[src/rtl/irq_pkg.sv]
package irq_pkg;
  parameter int NUM_SRC   = 18;
  parameter int VEC_W     = 21;
  parameter int FIXED_IDX = 0;
  parameter logic [VEC_W-1:0] HI_VEC = 21'h000008;
  parameter logic [VEC_W-1:0] LO_VEC = 21'h000018;

  typedef enum logic {LVL_LO = 1'b0, LVL_HI = 1'b1} irq_lvl_e;
endpackage

[src/rtl/irq_src_bank.sv]
module irq_src_bank #(
  parameter int N     = 18,
  parameter int FIXED = 0
) (
  input  logic         clk,
  input  logic         rst_n,
  input  logic [N-1:0] src_evt,
  input  logic         clr_wr,
  input  logic [N-1:0] clr_mask,
  input  logic         en_wr,
  input  logic [N-1:0] en_val,
  input  logic         pri_wr,
  input  logic [N-1:0] pri_val,
  output logic [N-1:0] flag_q,
  output logic [N-1:0] en_q,
  output logic [N-1:0] pri_eff
);
  for (genvar i = 0; i < N; i++) begin : g_src
    always_ff @(posedge clk or negedge rst_n) begin
      if (!rst_n) begin
        flag_q[i] <= 1'b0;
        en_q[i]   <= 1'b0;
      end else begin
        if (src_evt[i])                flag_q[i] <= 1'b1;
        else if (clr_wr && clr_mask[i]) flag_q[i] <= 1'b0;
        if (en_wr) en_q[i] <= en_val[i];
      end
    end

    if (i == FIXED) begin : g_fixed
      assign pri_eff[i] = 1'b1;
    end else begin : g_prog
      logic pri_q;
      always_ff @(posedge clk or negedge rst_n) begin
        if (!rst_n)      pri_q <= 1'b1;
        else if (pri_wr) pri_q <= pri_val[i];
      end
      assign pri_eff[i] = pri_q;
    end
  end

  logic unused_pri_bit;
  assign unused_pri_bit = pri_val[FIXED];
endmodule

[src/rtl/irq_arbiter.sv]
module irq_arbiter #(
  parameter int N     = 18,
  parameter int VEC_W = 21,
  parameter logic [VEC_W-1:0] HI_VEC = 21'h000008,
  parameter logic [VEC_W-1:0] LO_VEC = 21'h000018
) (
  input  logic [N-1:0]     flag_q,
  input  logic [N-1:0]     en_q,
  input  logic [N-1:0]     pri_eff,
  input  logic             prio_mode,
  input  logic             gie_hi,
  input  logic             gie_lo,
  input  logic             hi_act,
  output logic             req,
  output logic             take_hi,
  output logic [VEC_W-1:0] vec
);
  logic [N-1:0] live;
  logic [N-1:0] hi_mask;
  logic         pend_hi, pend_lo, req_hi, req_lo;

  always_comb begin
    live    = flag_q & en_q;
    hi_mask = prio_mode ? pri_eff : {N{1'b1}};
    pend_hi = |(live & hi_mask);
    pend_lo = prio_mode & (|(live & ~pri_eff));
    req_hi  = pend_hi & gie_hi;
    req_lo  = pend_lo & gie_lo & ~hi_act;
    req     = req_hi | req_lo;
    take_hi = req_hi;
    if (req_hi)      vec = HI_VEC;
    else if (req_lo) vec = LO_VEC;
    else             vec = '0;
  end
endmodule

[src/rtl/irq_level_ctl.sv]
module irq_level_ctl (
  input  logic       clk,
  input  logic       rst_n,
  input  logic       gie_wr,
  input  logic [1:0] gie_val,
  input  logic       enter,
  input  logic       enter_hi,
  input  logic       ret,
  output logic       gie_hi,
  output logic       gie_lo,
  output logic       hi_act
);
  logic lo_act;

  always_ff @(posedge clk or negedge rst_n) begin
    if (!rst_n) begin
      gie_hi <= 1'b0;
      gie_lo <= 1'b0;
      hi_act <= 1'b0;
      lo_act <= 1'b0;
    end else begin
      if (gie_wr) begin
        gie_hi <= gie_val[1];
        gie_lo <= gie_val[0];
      end
      if (enter) begin
        if (enter_hi) begin
          gie_hi <= 1'b0;
          hi_act <= 1'b1;
        end else begin
          gie_lo <= 1'b0;
          lo_act <= 1'b1;
        end
      end else if (ret) begin
        if (hi_act) begin
          hi_act <= 1'b0;
          gie_hi <= 1'b1;
        end else if (lo_act) begin
          lo_act <= 1'b0;
          gie_lo <= 1'b1;
        end
      end
    end
  end
endmodule

[src/rtl/irq_prio_ctrl.sv]
module irq_prio_ctrl
  import irq_pkg::*;
#(
  parameter int NSRC = NUM_SRC,
  parameter int VW   = VEC_W
) (
  input  logic            clk,
  input  logic            rst_n,
  input  logic            prio_mode,
  input  logic [NSRC-1:0] src_evt,
  input  logic            flag_clr_wr,
  input  logic [NSRC-1:0] flag_clr_mask,
  input  logic            en_wr,
  input  logic [NSRC-1:0] en_val,
  input  logic            pri_wr,
  input  logic [NSRC-1:0] pri_val,
  input  logic            gie_wr,
  input  logic [1:0]      gie_val,
  input  logic            irq_ack,
  input  logic            irq_ret,
  output logic            irq_req,
  output logic [VW-1:0]   irq_vec
);
  logic [NSRC-1:0] flag_q, en_q, pri_eff;
  logic gie_hi, gie_lo, hi_act, take_hi;

  irq_src_bank #(.N(NSRC), .FIXED(FIXED_IDX)) u_bank (
    .clk(clk), .rst_n(rst_n), .src_evt(src_evt),
    .clr_wr(flag_clr_wr), .clr_mask(flag_clr_mask),
    .en_wr(en_wr), .en_val(en_val), .pri_wr(pri_wr), .pri_val(pri_val),
    .flag_q(flag_q), .en_q(en_q), .pri_eff(pri_eff)
  );

  irq_arbiter #(.N(NSRC), .VEC_W(VW),
                .HI_VEC(VW'(HI_VEC)), .LO_VEC(VW'(LO_VEC))) u_arb (
    .flag_q(flag_q), .en_q(en_q), .pri_eff(pri_eff), .prio_mode(prio_mode),
    .gie_hi(gie_hi), .gie_lo(gie_lo), .hi_act(hi_act),
    .req(irq_req), .take_hi(take_hi), .vec(irq_vec)
  );

  irq_level_ctl u_lvl (
    .clk(clk), .rst_n(rst_n), .gie_wr(gie_wr), .gie_val(gie_val),
    .enter(irq_ack & irq_req), .enter_hi(take_hi), .ret(irq_ret),
    .gie_hi(gie_hi), .gie_lo(gie_lo), .hi_act(hi_act)
  );
endmodule

[config.mk]
export PLATFORM = sky130hd
export DESIGN_NAME = irq_prio_ctrl
export DESIGN_NICKNAME = d
export VERILOG_FILES = /design/src/rtl/irq_pkg.sv /design/src/rtl/irq_src_bank.sv /design/src/rtl/irq_arbiter.sv /design/src/rtl/irq_level_ctl.sv /design/src/rtl/irq_prio_ctrl.sv
export SDC_FILE = /design/constraint.sdc
export NUM_CORES = 1
export LEC_CHECK = 0
export BUFFER_PORTS_ARGS = -buffer_cell sky130_fd_sc_hd__clkbuf_2
export CAP_MARGIN = 20
export CORE_MARGIN = 5
export CORE_UTILIZATION = 52
export CTS_CLUSTER_SIZE = 8
export DETAILED_ROUTE_END_ITERATION = 12
export GPL_TIMING_DRIVEN = 0
export PLACE_DENSITY = 0.86
export SLEW_MARGIN = 20
export SYNTH_ARGS = -nofsm -noshare
export SYNTH_HDL_FRONTEND = slang
export SYNTH_SLANG_ARGS = --single-unit
[constraint.sdc]
create_clock -name clk -period 2.8 [get_ports clk]
set_input_delay 0.42 -clock clk [delete_from_list [all_inputs] [get_ports clk]]
set_output_delay 0.42 -clock clk [all_outputs]
set_load 0.02 [all_outputs]
# == Yosys cells after proc, flatten, opt, wreduce, memory -nomap -nowiden ==
# Index checks and enable logic that the tools add are counted.
# word_totals
ff_bits,57
in_bits,83
out_inout_bits,22
# op_classes
n_eq_ne,3
n_mux,57
bitwise_logic,11
n_reduce_logical,41
# op_table
cell,count
AND 18 bit,3
two-way mux 1 bit,54
nonzero test 2 bit,19
OR reduction 18 bit,2
two-way mux 21 bit,1
logical AND 1 bit,18
two-way mux 18 bit,1
NOT 18 bit,1
AND 1 bit,5
two-way mux 5 bit,1
!= test 2 bit (second input constant),2
AND reduction 3 bit,1
!= test 2 x 1 -> 1 bit (second input constant),1
AND reduction 2 bit,1
NOT 1 bit,1
OR 1 bit,1

# == Logic depth before layout (Yosys ltp) ==
# depth
depth_word,10
ltp_mapped,7
mapped_depth_nobuf,6

# == By module ==
# A second synthesis with hierarchy kept.
# hier_totals
hier_cells,259
hier_area_um2,3000.4
# modules_own_cells
mod,instances,cells_per_inst,area_each_um2,seq_area_each_um2
irq_src_bank,1,149,2235.9,1347.5
irq_arbiter,1,90,568.0,0.0
irq_level_ctl,1,19,190.2,100.1
irq_prio_ctrl,1,1,6.3,0.0

# == Worst setup path after synthesis ==
# Ideal clock, no wire load.
# synth_path
path_type,register to output
start,reg u_bank.g_src[8].g_prog.pri_q
end,out irq_vec[3]
t_arrival_ns,1.597
required_time_ns,2.380
slack_ns,0.783
path_stages_with_launch,7
path_buffers,1
path_cell_list,dfstp_2 -> nand3b_1 -> o221ai_1 -> nor4_1 -> a211oi_1 -> or2_1 -> buf_4
# synth_via
elab_chain_len,8
elab_cells_between_ends,12
# synth_lines
element,line_no,rtl
start: declaration,irq_src_bank.sv:33,logic pri_q;
start signal: assignment,irq_src_bank.sv:36,else if (pri_wr) pri_q <= pri_val[i];
NOT 18 bit,irq_arbiter.sv:26,pend_lo = prio_mode & (|(live & ~pri_eff));
AND 18 bit,irq_arbiter.sv:26,
OR reduction 18 bit,irq_arbiter.sv:26,
AND 1 bit,irq_arbiter.sv:26,
AND 1 bit (2 in a row),irq_arbiter.sv:28,req_lo = pend_lo & gie_lo & ~hi_act;
two-way mux 5 bit,irq_arbiter.sv:32,else if (req_lo) vec = LO_VEC;
two-way mux 21 bit *,irq_arbiter.sv:31,if (req_hi) vec = HI_VEC;
end: declaration,irq_prio_ctrl.sv:22,output logic [VW-1:0] irq_vec
# Every way passes the cells marked *; elsewhere a longest branch is shown, timed or not.

# == Worst setup path after layout ==
# Ends and elaborated chain as after synthesis.

==> reports/results.tsv <==
stage	metric	value	unit
power_and_ir_drop	p_leak	1.68	nW
die	core_area	0.00507	sq mm
clock_tree	clockBufferDepth	2	
final_layout	mostFrequentLayoutCells	clkbuf_2, nand2_1, dfrtp_1, mux2_2, buf_4	
die	die_w	82.1	um
power_and_ir_drop	power.density	595	mW/mm^2
power_and_ir_drop	ir_drop	0.412	mV
final_layout	syn_to_final_growth	27.0	%
die	start_util	53.2	%
clock_tree	cts_tree	yes	
global_route	grt_remaining_overflow	0	
synth	ys.flop_type	dfrtp_1	
clock_tree	post_cts_resized	0	
timing	slew_headroom	50.3	%
clock_tree	cts_made_buffers	9	
final_layout	multi_input_area	0.00111	sq mm
job	max-cap-violations	0	
setup_path	setup.worst_path.class	flip-flop to output port	
clock_tree	postCtsSetupBuffers	0	
setup_path	crit_path_start_kind	flip-flop	
timing	worst_slew_pin_slew	0.746	ns
route	dr.first_iter.drc_count	95	
final_layout	final_common_cell	clkbuf_2	
global_route	grt_max_degree	58	
die	die_h	82.1	um
synth	synth_edf_count	0	
timing	fin_skew	0.00559	ns
timing	slew_violations	0	
placement	dp_hpwl	4.78	mm
setup_path	endpoint_kind	output port	
global_route	grt_first_pass_wirelength	9.39	mm
setup_path	cp.required	2.38	ns
die	ioPinCount	105	
timing	hold_viol	0	
final_layout	layout.nets	432	
final_layout	seq_area	0.00145	sq mm
timing	setup_ws	0.242	ns
route	avgRoutedWirePerCell	14.4	um
route	ant_nets	0	
power_and_ir_drop	p_total	0.00204	W
final_layout	diodes	0	
final_layout	fill_cells	413	
synth	syn_avg_cell_area	11.3	sq um
global_route	grt_pass1_vias	2069	
timing	period_share	91.4	%
route	wirelength	6.11	mm
route	dr.pass1.iters	4	
final_layout	drive_gt1_share	46.7	%
run_status	status	complete, no violations	
timing	fmax	391	MHz
timing	finalSetupViolations	0	
setup_path	crit_path_max_fanout	3	
setup_path	critPathArrivalTime	2.14	ns
placement	dpl.cell_count	408	
die	rows	26	
global_route	track_usage	19.3	%
clock_tree	postCtsHoldBufs	0	
timing	fin_crit	2.56	ns
synth	synth_seq_cells	57	
hold_path	min_path_type	input port to asynchronous set/reset pin	
clock_tree	clock_sinks	57	
clock_tree	root_buffer	clkbuf_8	
placement	place.gp.congestion	0.754	
die	die_area	0.00673	sq mm
placement	dp_slack	0.383	ns
clock_tree	path_clk_slew	0.05	ns
synth	synth-seq-area-share	53.6	%
timing	setup-tns-final	0	ns
synth	syn_area	0.00270	sq mm
placement	port_buffers	81	
synth	synthCells	239	
synth	ys_async_sr_fraction	100	%
clock_tree	htreeDepth	3	
route	vias	2112	
synth	synth_cell_types	33	
route	vias_per_cell	4.99	
clock_tree	insertion_delay	0.33	ns
synth	synth-warning-count	0	
global_route	grt_antenna_before_repair	0	
final_layout	final_cell_count_no_fill	423	
timing	rsz0062_at_grt	false	
route	drcViolationCount	0	
cell type report:
class                   count  share of cell area [%]
multi-input cells         166                    32.4
well taps                  70                    2.55
repair buffers             81                    11.9
inverters                   7                   0.766
plain buffers              27                    5.36
flip-flops and latches     57                    42.2
clock buffers              15                    4.85
critical path, stage by stage (launching register included):
cell,delay (ns)
dfstp_2,0.54
nand3b_1,0.10
o221ai_1,0.11
nor4_1,0.36
a211oi_1,0.17
or2_1,0.27
buf_4,0.13
clkbuf_2,0.14
final timing paths:
| kind | cells past startpoint | end | slack, ns | start |
|---|---|---|---|---|
| worst min-delay path | 1 | u_bank.flag_q[10]$_DFFE_PN0P_ | 0.18 | rst_n |
| min in group clk | 2 | u_bank.flag_q[16]$_DFFE_PN0P_ | 0.27 | src_evt[16] |
| worst max register to register | 6 | u_lvl.lo_act$_DFFE_PN0P_ | 0.87 | u_bank.g_src[8].g_prog.pri_q$_DFFE_PN1P_ |
| worst max-delay path | 7 | irq_vec[3] | 0.24 | u_bank.g_src[8].g_prog.pri_q$_DFFE_PN1P_ |
| worst min register to register | 1 | u_bank.flag_q[4]$_DFFE_PN0P_ | 0.48 | u_bank.flag_q[4]$_DFFE_PN0P_ |
| max in group asynchronous | 1 | u_bank.flag_q[8]$_DFFE_PN0P_ | 2.13 | rst_n |
sequential cells by signal, indices dropped and copies added, names as in the netlist:
| signal | count |
|---|---|
| u_lvl.hi_act | 1 |
| u_bank.g_src.g_prog.pri_q | 17 |
| u_bank.en_q | 18 |
| u_lvl.gie_hi | 1 |
| u_bank.flag_q | 18 |
| u_lvl.lo_act | 1 |
| u_lvl.gie_lo | 1 |
power by group:
| group | internal [W] | switching, W |
|---|---|---|
| Combinational | 0.000196 | 0.000200 |
| Clock | 0.000366 | 0.000291 |
| Sequential | 0.000931 | 0.0000565 |
synthesized netlist by cell type (2+ instances only):
| cell | instances | share of area [%] |
|---|---|---|
| nand3_1 | 2 | 0.37 |
| nand2_1 | 41 | 5.7 |
| nand3b_1 | 4 | 1.1 |
| buf_4 | 20 | 5.6 |
| a21o_1 | 18 | 5.0 |
| a21oi_1 | 5 | 0.93 |
| clkbuf_1 | 6 | 0.83 |
| and3_1 | 3 | 0.70 |
| dfrtp_1 | 40 | 37 |
| nor2b_1 | 10 | 2.3 |
| nor4_1 | 2 | 0.46 |
| mux2i_1 | 2 | 0.74 |
| dfstp_2 | 17 | 17 |
| inv_1 | 7 | 0.97 |
| mux2_2 | 32 | 13 |
| o21ai_0 | 3 | 0.56 |
| nand2b_1 | 2 | 0.46 |
| o22ai_1 | 10 | 2.3 |
kinds of logic (layout without fill, tap and decap cells):
logic type | count (synthesis) | in the layout | share of synthesized area [%]
AND/OR/NAND/NOR | 68 | 68 | 12.3
multiplexers | 34 | 34 | 14.1
buffers and inverters | 34 | 130 | 7.78
other | 1 | 19 | 0.139
flip-flops | 57 | 57 | 53.6
AO/OA/AOI/OAI | 45 | 45 | 12.1
per-layer routing:
metal,up-vias,GRT usage (%),wire length (um)
met5,-,0,0
met1,989,23.6,2570
li1,1017,-,-
met2,93,30.1,2830
met4,0,10.1,138
met3,13,6.69,567
stage by stage:
stage	hold WS, ns	utilization, %	instance area, sq um
after floorplan	0.124	-	2770
after global placement	0.463	64.3	3260
after detailed placement	0.466	64.3	3260
after CTS	0.200	67.6	3430
after global routing	0.235	67.6	3430
final	0.182	67.6	3430
Power figures use the tool's default switching activity.
